`src/rtl/bmdma_stat.sv`:
```
module bmdma_stat #(
  parameter int NCH      = 2,
  parameter int AW       = 4,
  parameter int BASE_OFS = 2,
  parameter int STRIDE   = 8,
  parameter int SYNC_N   = 2
) (
  input  logic           clk,
  input  logic           rst_n,
  input  logic           reg_wr,
  input  logic [AW-1:0]  reg_addr,
  input  logic [7:0]     reg_wdata,
  output logic [7:0]     reg_rdata,
  input  logic [NCH-1:0] cmd_wr,
  input  logic [NCH-1:0] cmd_start,
  input  logic [NCH-1:0] eot_done,
  input  logic [NCH-1:0] bus_abort,
  input  logic [NCH-1:0] drv_irq,
  output logic [NCH-1:0] dma_active
);

  logic [NCH-1:0] act_q, err_q, irq_q;
  logic [7:0]     rd_word [NCH];

  assign dma_active = act_q;

  for (genvar c = 0; c < NCH; c++) begin : g_ch
    localparam logic [AW-1:0] OFS = AW'(BASE_OFS + STRIDE * c);

    logic [SYNC_N:0] sync_q;
    logic [1:0]      cap_q;
    logic            hit, sel, rise, stop;

    assign hit  = (reg_addr == OFS);
    assign sel  = reg_wr && hit;
    assign rise = sync_q[SYNC_N-1] & ~sync_q[SYNC_N];
    assign stop = eot_done[c] | (cmd_wr[c] & ~cmd_start[c]) | bus_abort[c];

    always_ff @(posedge clk or negedge rst_n) begin
      if (!rst_n) begin
        sync_q   <= '0;
        cap_q    <= '0;
        act_q[c] <= 1'b0;
        err_q[c] <= 1'b0;
        irq_q[c] <= 1'b0;
      end else begin
        sync_q <= {sync_q[SYNC_N-1:0], drv_irq[c]};
        if (sel) cap_q <= reg_wdata[6:5];

        if (rise)                      irq_q[c] <= 1'b1;
        else if (sel && reg_wdata[2])  irq_q[c] <= 1'b0;

        if (bus_abort[c])              err_q[c] <= 1'b1;
        else if (sel && reg_wdata[1])  err_q[c] <= 1'b0;

        if (stop)                      act_q[c] <= 1'b0;
        else if (cmd_wr[c])            act_q[c] <= 1'b1;
      end
    end

    assign rd_word[c] = hit ? {1'b0, cap_q, 2'b00, irq_q[c], err_q[c], act_q[c]} : 8'h00;
  end

  always_comb begin
    reg_rdata = 8'h00;
    for (int c = 0; c < NCH; c++) reg_rdata |= rd_word[c];
  end

endmodule


```
`config.mk`:
```
export PLATFORM = sky130hd
export DESIGN_NAME = bmdma_stat
export DESIGN_NICKNAME = d
export VERILOG_FILES = /design/src/rtl/bmdma_stat.sv
export SDC_FILE = /design/constraint.sdc
export NUM_CORES = 1
export LEC_CHECK = 0
export BUFFER_PORTS_ARGS = -buffer_cell sky130_fd_sc_hd__buf_2
export CAP_MARGIN = 0
export CORE_ASPECT_RATIO = 1.25
export CORE_MARGIN = 2
export CORE_UTILIZATION = 35
export DETAILED_ROUTE_END_ITERATION = 10
export SYNTH_ARGS = -nofsm -noshare
export SYNTH_HDL_FRONTEND = slang
export SYNTH_SLANG_ARGS = --single-unit
```
`constraint.sdc`:
```
create_clock -name clk -period 1.1 [get_ports clk]
set_clock_uncertainty 0.1 [all_clocks]
set_input_delay 0.055 -clock clk [delete_from_list [all_inputs] [get_ports clk]]
set_output_delay 0.055 -clock clk [all_outputs]
set_load 0.01 [all_outputs]
```
==> Yosys cells after proc, flatten, opt, wreduce, memory -nomap -nowiden <==
Index checks and enable logic that the tools add are counted.
{ "classes": {"n_eq_ne": 2, "muxes": 14, "bitwise_logic": 13, "reduce_logical": 12} }
{ "ops": {"columns": ["op", "n"], "rows": [
  ["2-to-1 mux 7 bit", 2],
  ["2-to-1 mux 1 bit", 12],
  ["nonzero test 2 bit", 6],
  ["bitwise OR 7 bit", 1],
  ["logical AND 1 bit", 6],
  ["AND 1 bit", 4],
  ["equality test 4 x 2 -> 1 bit, second input constant", 1],
  ["equality test 4 bit, second input constant", 1],
  ["inverter 1 bit", 4],
  ["bitwise OR 1 bit", 4]
]} }
{ "word_totals": {"reg_bits": 16, "output_inout_bits": 10, "wordCells": 51} }

==> Logic depth before layout (Yosys ltp) <==
Gate-level depths: netlist of the first run.
{ "logic_depth": {"word_depth": 5, "depth_mapped": 4, "mapped_depth_nobuf": 3} }

==> Worst setup path after synthesis of the first run <==
No wires, ideal clock.
{ "synth_path": {"path_type": "input-to-reg", "start": "in reg_addr[0]", "end": "reg g_ch[0].cap_q[0]", "arrival_ns": 0.747, "t_required_ns": 0.872, "path_slack_ns": 0.125, "cell_stages": 3, "cell_sequence": "nand4bb_1 nor2_2 mux2_1"} }
{ "synth_between": {"elab_chain_cells": 2} }
{ "synth_rtl": {"columns": ["element", "line_no", "rtl"], "rows": [
  ["start: declaration", "11", "input logic [AW-1:0] reg_addr,"],
  ["equality test 4 x 2 -> 1 bit", "34", "assign hit = (reg_addr == OFS);"],
  ["logical AND 1 bit", "35", "assign sel = reg_wr && hit;"],
  ["end signal: assignment", "48", "if (sel) cap_q <= reg_wdata[6:5];"],
  ["end: declaration", "31", "logic [1:0] cap_q;"]
]} }
No other way between the ends.
A chain may end at the register's enable or synchronous reset.

==> Worst setup path after layout of the first run <==
{ "layout_path": {"start": "reg g_ch[1].cap_q[1]", "end": "out reg_rdata[6]"} }
{ "layout_between": {"elab_chain_cells": 2} }
{ "layout_rtl": {"columns": ["element", "line_no", "rtl"], "rows": [
  ["start: declaration", "31", null],
  ["start signal: assignment", "48", null],
  ["2-to-1 mux 7 bit", "61", "assign rd_word[c] = hit ? {1'b0, cap_q, 2'b00, irq_q[c], err_q[c], act_q[c]} : 8'h00;"],
  ["bitwise OR 7 bit", "66", "for (int c = 0; c < NCH; c++) reg_rdata |= rd_word[c];"],
  ["end: declaration", "13", "output logic [7:0] reg_rdata,"]
]} }
No other way between the ends.

==> results_dict.tcl, run 1 <==
set metrics [dict create \
    clock_path_buffers 2 \
    met3_usage 0.02013 \
    min_from "reg_addr[3]" \
    via_per_inst 4.539 \
    clockPowerShare 0.297 \
    grt_pass1_vias 577 \
    wire_per_inst_um 10.90 \
    cts-htree-levels 1 \
    fin_area_mm2 0.001087 \
    wl_um 1395 \
    ant_nets 0 \
    num_rows 17 \
    placed_area_um2 858.3 \
    pwr_density_cell_mw_per_mm2 1160 \
    synthCells 57 \
    fillers 157 \
    layout.cells.non_filler 128 \
    clock-sinks 16 \
    drc_errors 0 \
    areaGrowthSynthToFinish_pct 57.71 \
    firstDrtPassIters 4 \
    r2r_slack_ps 120 \
    top_usage_layer "met2" \
    timing.hold.ws_ps 75.64 \
    reg2reg_from "g_ch[1].cap_q[1]" \
    finalWorstSetupSlack_ps -47.48 \
    tns_ps -206.2 \
    final_cell_mix "25 x buf_2, 16 x dfrtp_1, 15 x dlygate4sd3_1" \
    layout_commonest_cell "buf_2" \
    fin_crit_ps 1147 \
    cts_buffers 3 \
    place_congestion 0.6635 \
    drt_iter0_drc 2 \
    ios 35 \
    intPower_w 0.0009826 \
    ys_seq_elements 16 \
    start_util 0.3813 \
    placed_cells 105 \
    rsz0062_at_grt "yes" \
    cts_root_buffer "clkbuf_4" \
    grt_use_total 0.1370 \
    min_to "irq_q[1]" \
    worstPathRequired_ps 940 \
    diodes 0 \
    crit_type "reg -> out" \
    finalHoldViolations 0 \
    dieArea_mm2 0.002343 \
    antenna_found_initial 0 \
    seq_power_share 0.525 \
    clk_pin_slew_ps 90 \
    status "complete, but fails checks" \
    grt-ovfl-total 0 \
    maxCapViolCount 0 \
    die_w_um 43.70 \
    drive_gt1_frac 0.3853 \
    p_sw_frac 0.2209 \
    finalPower_w 0.001261 \
    violations "setup timing" \
    fin_nets 135 \
    core_area_mm2 0.001808 \
    grt_use_met1 0.1570 \
    cp-start-kind "flip-flop" \
    dr_total_vias 581 \
    timing.fmax_ghz 0.8715 \
    syn_area_um2 689.4 \
    met2_usage 0.2279 \
    avgSynthCellArea_um2 12.09 \
    seq_area_frac_synth 0.5808 \
    end_kind "output port" \
    hold_class "in -> reg" \
    die_y_um 53.62 \
    post-route-period-util 1.043 \
    power.leakage_nw 0.5537 \
    p_sw_w 0.0002786 \
    min_path_cells 4 \
    grt_start_max_net_pins 17 \
    place_hpwl_um 996.4 \
    grt_pass1_wl_um 2283 \
    clock_latency_ps 280 \
    arrival_ps 990 \
    ff2ff_path_depth 2 \
    p_comb_frac 0.178 \
    synthDistinctLibCells 20 \
    peakVddDrop_mv 0.7914 \
    timing.rr.end "g_ch[1].cap_q[1]" \
    drv_slew 0 \
    cts_tree "yes" \
    crit_fanout 2 \
    io_buffers 27 \
    setup_viol 5 \
    yosys_warnings 0 \
]
Yosys cell counts:
cell,instances,area share
nand2_1,2,0.011
nand2b_1,1,0.0091
buf_2,1,0.0073
nand3_1,1,0.0073
nor2_2,1,0.0091
nor2_1,6,0.033
mux2_4,2,0.044
nor3_1,2,0.015
mux2i_1,7,0.10
or3b_1,1,0.013
o21ai_1,4,0.029
and4bb_1,1,0.018
inv_1,3,0.016
a21o_1,1,0.011
conb_1,1,0.0054
mux2_1,2,0.033
a31oi_1,1,0.0091
nand4bb_1,1,0.016
dfrtp_1,16,0.58
buf_4,3,0.033
per-layer routing:
layer | vias to the layer above | wire (um)
li1 | 292 | -
met2 | 20 | 715
met5 | - | 0
met4 | 0 | 16
met1 | 267 | 593
met3 | 2 | 69
kinds of logic (layout without fill, tap and decap cells):
| kind of cell | Yosys count | count (layout) | share of synthesized area |
|---|---|---|---|
| AOI/OAI and AO/OA | 6 | 6 | 0.04901 |
| buffers and inverters | 7 | 57 | 0.05625 |
| DFF | 16 | 16 | 0.5808 |
| muxes | 11 | 11 | 0.1779 |
| other | 1 | 3 | 0.005439 |
| and+or+nand+nor | 16 | 16 | 0.1307 |
power by group through the flow:
| stage | Clock (W) | Combinational [W] | Sequential [W] |
|---|---|---|---|
| global placement | 0 | 0.000163 | 0.000673 |
| detailed placement | 0 | 0.000167 | 0.000674 |
| floorplan | 0 | 0.0000988 | 0.000669 |
| CTS | 0.000392 | 0.000213 | 0.000663 |
| finish | 0.000375 | 0.000225 | 0.000662 |
| global route | 0.000414 | 0.000248 | 0.000669 |
registers in the layout, indices dropped and copies added (netlist names):
signal,cells
g_ch.sync_q,6
g_ch.cap_q,4
dma_active,2
err_q,2
irq_q,2
layout make-up:
class | count | area, um^2 | area share
clock buffers | 4 | 36.28 | 0.03337
inverters | 3 | 11.26 | 0.01036
multi-input cells | 36 | 257.7 | 0.2371
flip-flops and latches | 16 | 400.4 | 0.3682
well taps | 19 | 23.77 | 0.02186
repair buffers | 50 | 357.8 | 0.3291
critical path, stage by stage, from the launching register on:
cell and delay, ps:
dfrtp_1 390, mux2i_1 140, nor2_1 50, buf_2 140
worst max path at each step:
| stage | start | end | slack, ps | cells after the start |
|---|---|---|---|---|
| after floorplan | reg_addr[0] | g_ch[0].cap_q[0] | 130 | 3 |
| after detailed placement | reg_addr[0] | g_ch[0].cap_q[0] | -50 | 4 |
| final | g_ch[1].cap_q[1] | reg_rdata[6] | -50 | 3 |
| after CTS | g_ch[1].cap_q[0] | reg_rdata[5] | -70 | 3 |
| after global routing | dma_active[1] | reg_rdata[0] | -140 | 3 |
| after global placement | reg_addr[0] | g_ch[0].cap_q[0] | -30 | 4 |
per-stage QoR:
stage / util / worst slack [ps]
floorplan: - / 125.1
global placement: 0.4747 / -26.83
detailed placement: 0.4747 / -50.08
CTS: 0.5903 / -70.20
global route: 0.6014 / -138.9
finish: 0.6014 / -47.48
what timing repair did:
action | 4_1_cts | 5_1_grt
hold buffers | 15 | 0
setup endpoints to repair | 5 | 7
gates cloned | 0 | 0
gates resized for setup | 0 | 2
pin swaps | 1 | 1
buffers inserted | 3 | 1
hold endpoints to repair | 28 | 0
Power figures use the tool's default switching activity.
==> run 2, diff against run 1 <==
- TNS_END_PERCENT: default -> 1
==> run 2 against run 1 <==
The flow still finishes with violations (setup timing). First-iteration DRC count did not move. Critical path type unchanged. Critical path depth did not move. Non-clock buffer count shrank 2. Routed wire length fell by 1.7%. Worst setup slack gained 1.8 ps.
==> results_dict.tcl, run 2 (same netlist as run 1, synthesis figures left out) <==
set metrics [dict create \
    firstDrtPassIters 4 \
    dr_total_vias 572 \
    rsz0062_at_grt "yes" \
    num_rows 17 \
    tns_ps -202.3 \
    die_y_um 53.62 \
    r2r_slack_ps 210 \
    seq_power_share 0.531 \
    ff2ff_path_depth 3 \
    drive_gt1_frac 0.3738 \
    timing.rr.end "dma_active[1]" \
    finalWorstSetupSlack_ps -45.65 \
    grt_pass1_vias 570 \
    ios 35 \
    fin_nets 133 \
    status "complete, but fails checks" \
    grt-ovfl-total 0 \
    layout_commonest_cell "buf_2" \
    top_register "g_ch.sync_q" \
    clock_latency_ps 280 \
    drv_slew 0 \
    p_sw_w 0.0002752 \
    min_path_cells 4 \
    grt_use_total 0.1363 \
    worstPathRequired_ps 940 \
    io_buffers 27 \
    cts_root_buffer "clkbuf_4" \
    timing.fmax_ghz 0.8729 \
    via_per_inst 4.540 \
    crit_fanout 2 \
    grt_start_max_net_pins 17 \
    wire_per_inst_um 10.88 \
    core_area_mm2 0.001808 \
    p_sw_frac 0.2210 \
    final_cell_mix "26 x buf_2, 16 x dfrtp_1, 15 x dlygate4sd3_1" \
    peakVddDrop_mv 0.7886 \
    max_stage_delay_ps 390 \
    fin_area_mm2 0.001066 \
    cts_buffers 3 \
    path_cells "mux2i_1, nor2_1, buf_2" \
    intPower_w 0.0009701 \
    cts_tree "yes" \
    ant_nets 0 \
    place_hpwl_um 996.4 \
    hold_class "in -> reg" \
    grt_use_met1 0.1570 \
    wl_um 1371 \
    pwr_density_cell_mw_per_mm2 1168 \
    antenna_found_initial 0 \
    areaGrowthSynthToFinish_pct 54.63 \
    grt_pass1_wl_um 2270 \
    crit_type "reg -> out" \
    drt_iter0_drc 2 \
    place_congestion 0.6635 \
    clockPowerShare 0.301 \
    min_to "irq_q[1]" \
    reg2reg_from "dma_active[1]" \
    maxCapViolCount 0 \
    clock-sinks 16 \
    clk_pin_slew_ps 90 \
    p_comb_frac 0.168 \
    violations "setup timing" \
    reg.largest.list "g_ch.sync_q (6), g_ch.cap_q (4)" \
    diodes 0 \
    top_usage_layer "met2" \
    dieArea_mm2 0.002343 \
    power.leakage_nw 0.5426 \
    largest_reg_flops 6 \
    placed_area_um2 858.3 \
    min_from "reg_addr[3]" \
    post-route-period-util 1.042 \
    end_kind "output port" \
    fin_crit_ps 1146 \
    finalHoldViolations 0 \
    met3_usage 0.02013 \
    drc_errors 0 \
    met2_usage 0.2255 \
    start_util 0.3813 \
    die_w_um 43.70 \
    clock_path_buffers 2 \
    arrival_ps 990 \
    setup_viol 5 \
    slowest_stage "dfrtp_1" \
    cp-start-kind "flip-flop" \
    cts-htree-levels 1 \
]
## run 2: stage by stage
| step | utilization | total power, W | cells | worst slack (ps) | hold WS (ps) |
|---|---|---|---|---|---|
| after floorplan | - | 0.0007678 | 59 | 125.1 | -340.6 |
| after global placement | 0.4747 | 0.0008357 | 105 | -26.83 | -117.7 |
| after detailed placement | 0.4747 | 0.0008418 | 105 | -50.08 | -112.5 |
| after CTS | 0.5862 | 0.001266 | 126 | -70.26 | 66.38 |
| after global routing | 0.5896 | 0.001315 | 126 | -141.4 | 86.70 |
| final | 0.5896 | 0.001245 | 126 | -45.65 | 75.24 |
## run 2: worst max-delay path, delay by kind of cell, from the launching register on
kind          cells  cell delay [ps]
flops             1              390
mux               1              130
buf+inv           1              140
simple gates      1               50
## run 2: cell type report
type	instances	area, um^2
multi-input combinational	36	257.7
timing repair buffer	48	336.6
inverter	3	11.26
sequential	16	400.4
tap	19	23.77
clock buffer	4	36.28
fill	160	742.0
## run 2: per-layer routing
metal,wire [um],part of all wire
met2,701,0.51
met3,69,0.050
met1,584,0.43
met4,16,0.012
met5,0,0
## run 2: worst max-delay path by stage
stage	start	to	slack, ps	depth (start not counted)
detailed placement	reg_addr[0]	g_ch[0].cap_q[0]	-50	4
global placement	reg_addr[0]	g_ch[0].cap_q[0]	-30	4
global route	dma_active[0]	reg_rdata[0]	-140	3
floorplan	reg_addr[0]	g_ch[0].cap_q[0]	130	3
finish	err_q[1]	reg_rdata[1]	-50	3
CTS	g_ch[1].cap_q[0]	reg_rdata[5]	-70	3
## run 2: what timing repair did
action,in CTS,in global routing
hold buffers,15,0
hold endpoints to repair,28,0
setup buffers,2,0
setup endpoints to repair,5,6
resized for setup,0,1
## run 2: power groups by stage
| stage | registers [W] | clock network, W | logic [W] |
|---|---|---|---|
| finish | 0.000662 | 0.000375 | 0.000209 |
| floorplan | 0.000669 | 0 | 0.0000988 |
| global placement | 0.000673 | 0 | 0.000163 |
| global route | 0.000670 | 0.000414 | 0.000231 |
| CTS | 0.000663 | 0.000392 | 0.000211 |
| detailed placement | 0.000674 | 0 | 0.000167 |
==> run 3, diff against run 2 <==
- ABC_AREA: default -> 1
- CELL_PAD_IN_SITES_DETAIL_PLACEMENT: default -> 1
- CELL_PAD_IN_SITES_GLOBAL_PLACEMENT: default -> 2
- CORE_UTILIZATION: 35 -> 24
- PLACE_DENSITY_LB_ADDON: default -> 0.1
==> run 3 against run 2 <==
The run now ends clean. Worst hold slack got worse by 47 ps. Register-to-register slack got worse by 60 ps. Final cell count increased by 29%. Via count is 18% higher. Flip-flop and latch count unchanged. Worst setup slack better by 46 ps. Total power grew 3.2%. Sequential share of layout area fell by 2.0 points. Clock-buffer cell count unchanged. Combinational power grew 8%. Highest routed layer unchanged.
==> results_dict.tcl, run 3 <==
set metrics [dict create \
    p_sw_frac 0.2581 \
    crit_end "reg_rdata[0]" \
    final_cell_mix "26 x buf_2, 24 x nand2_1, 16 x dfrtp_1, 16 x dlygate4sd3_1, 11 x inv_1" \
    fin_crit_ps 1099 \
    slowest_stage "dfrtp_1" \
    clockPowerShare 0.311 \
    fin_util 0.3864 \
    hold_class "in -> reg" \
    dr_total_vias 674 \
    peakVddDrop_mv 0.6933 \
    synth_area_leader_cell "dfrtp_1" \
    synthDistinctLibCells 16 \
    seq_area_frac_synth 0.5451 \
    timing.hold.ws_ps 28.52 \
    grt_use_total 0.1203 \
    synth_top_area_share 0.5451 \
    top_register "g_ch.sync_q" \
    cp-start-kind "flip-flop" \
    seq_power_share 0.513 \
    grt_start_max_net_pins 17 \
    start_util 0.2517 \
    placed_cells 141 \
    syn_area_um2 734.5 \
    multi_input_area_um2 287.8 \
    synthMostInstantiatedCell "nand2_1" \
    place_hpwl_um 1230 \
    yosys_warnings 0 \
    p_sw_w 0.0003318 \
    dieArea_mm2 0.003522 \
    clock_latency_ps 290 \
    fin_nets 153 \
    die_w_um 53.48 \
    grt-ovfl-total 0 \
    layout.cells.non_filler 163 \
    drive_gt1_frac 0.3465 \
    ios 35 \
    placed_area_um2 899.6 \
    path_cells "nand2_1, nand2_1, buf_2" \
    crit_top_cell "nand2_1" \
    grt_pass1_vias 647 \
    maxCapViolCount 0 \
    antenna_found_initial 0 \
    post-route-period-util 0.9994 \
    crit_type "reg -> out" \
    setup_viol 0 \
    cts_root_buffer "clkbuf_4" \
    synthArstFlopShare 1.000 \
    clock-sinks 16 \
    clk_pin_slew_ps 100 \
    synth_common_cells "24 x nand2_1, 16 x dfrtp_1, 11 x inv_1" \
    cts-htree-levels 1 \
    seqCellArea_um2 400.4 \
    r2r_slack_ps 150 \
    firstDrtPassIters 4 \
    crit_start "dma_active[1]" \
    num_rows 22 \
    finalPower_w 0.001285 \
    p_comb_frac 0.176 \
    timing.rr.end "dma_active[0]" \
    pwr_density_cell_mw_per_mm2 1140 \
    drt_iter0_drc 6 \
    cts_tree "yes" \
    layout_commonest_cell "buf_2" \
    end_kind "output port" \
    crit_fanout 3 \
    timing.fmax_ghz 0.9096 \
    reg2reg_from "dma_active[0]" \
    max_stage_delay_ps 410 \
    ys.flop_type "dfrtp_1" \
    drv_slew 0 \
    grt_pass1_wl_um 2973 \
    wl_um 1734 \
    drc_errors 0 \
    intPower_w 0.0009536 \
    clock_path_buffers 2 \
    ff2ff_path_depth 3 \
    io_buffers 27 \
    die_y_um 65.85 \
    power.leakage_nw 0.6075 \
    worstPathRequired_ps 940 \
    via_per_inst 4.135 \
    core_area_mm2 0.002918 \
    avgSynthCellArea_um2 9.297 \
    synth_edf_count 0 \
    areaGrowthSynthToFinish_pct 53.49 \
    largest_reg_flops 6 \
    finalHoldViolations 0 \
    ys_seq_elements 16 \
    cts_buffers 3 \
    ant_nets 0 \
    synthCells 79 \
    arrival_ps 940 \
    status "complete, no violations" \
    fillers 368 \
    wire_per_inst_um 10.64 \
    fin_area_mm2 0.001127 \
    ys_top_cells_by_area "dfrtp_1 55%, nand2_1 12%, inv_1 5.6%" \
    place_congestion 0.6696 \
    reg.largest.list "g_ch.sync_q (6), g_ch.cap_q (4)" \
    rsz0062_at_grt "yes" \
    diodes 0 \
]
[run 3: how the worst min path moves through the flow]
stage,start,endpoint,slack [ps],cells past startpoint
final,reg_addr[0],g_ch[0].cap_q[0],30,4
after floorplan,rst_n,dma_active[0],-340,0
after global placement,rst_n,g_ch[1].sync_q[0],-110,1
after detailed placement,rst_n,g_ch[1].sync_q[0],-110,1
after CTS,reg_addr[0],g_ch[0].cap_q[1],20,4
after global routing,reg_addr[0],g_ch[0].cap_q[1],50,4
[run 3: final cells by class]
type / instances / area share
Inverter: 11 / 0.03663
Multi-Input combinational cell: 51 / 0.2553
Timing Repair Buffer: 45 / 0.2808
Sequential cell: 16 / 0.3552
Clock buffer: 4 / 0.03219
Tap cell: 36 / 0.03996
[run 3: metrics by stage]
| stage | setup slack [ps] | setup TNS, ps |
|---|---|---|
| after floorplan | 265.7 | 0 |
| after global placement | 169.7 | 0 |
| after detailed placement | 165.5 | 0 |
| after CTS | -21.08 | -60.20 |
| after global routing | -71.98 | -322.5 |
| final | 0.6576 | 0 |
[run 3: power by group through the flow]
stage	clock, W	sequential [W]	combinational, W
3_3_place_gp	0	0.000671	0.000164
5_1_grt	0.000433	0.000665	0.000260
6_report	0.000400	0.000660	0.000226
4_1_cts	0.000411	0.000660	0.000213
2_1_floorplan	0	0.000666	0.0000938
3_5_place_dp	0	0.000671	0.000169
[run 3: layer usage]
metal | global-route usage | vias to the layer above | share of wire
li1 | - | 341 | -
met1 | 0.1492 | 309 | 0.40
met2 | 0.1929 | 19 | 0.52
met3 | 0.01357 | 5 | 0.046
met4 | 0.07692 | 0 | 0.030
met5 | 0 | - | 0
[run 3: what timing repair did]
action / 4_1_cts / 5_1_grt
endpoints found under the hold margin: 28 / 0
setup endpoints to repair: 5 / 5
setup buffers: 0 / 2
pin swaps: 4 / 2
resized for setup: 0 / 3
hold buffers: 16 / 0
[run 3: critical path, delay by kind of cell, from the launching register on]
family | cells | cell delay, ps
buf+inv | 1 | 130
flops | 1 | 410
simple gates | 2 | 110
[run 3: kinds of logic after synthesis]
family	share of synthesized area
other	0.005106
DFF	0.5451
AOI/OAI and AO/OA	0.07155
buffers and inverters	0.08688
and+or+nand+nor	0.2913
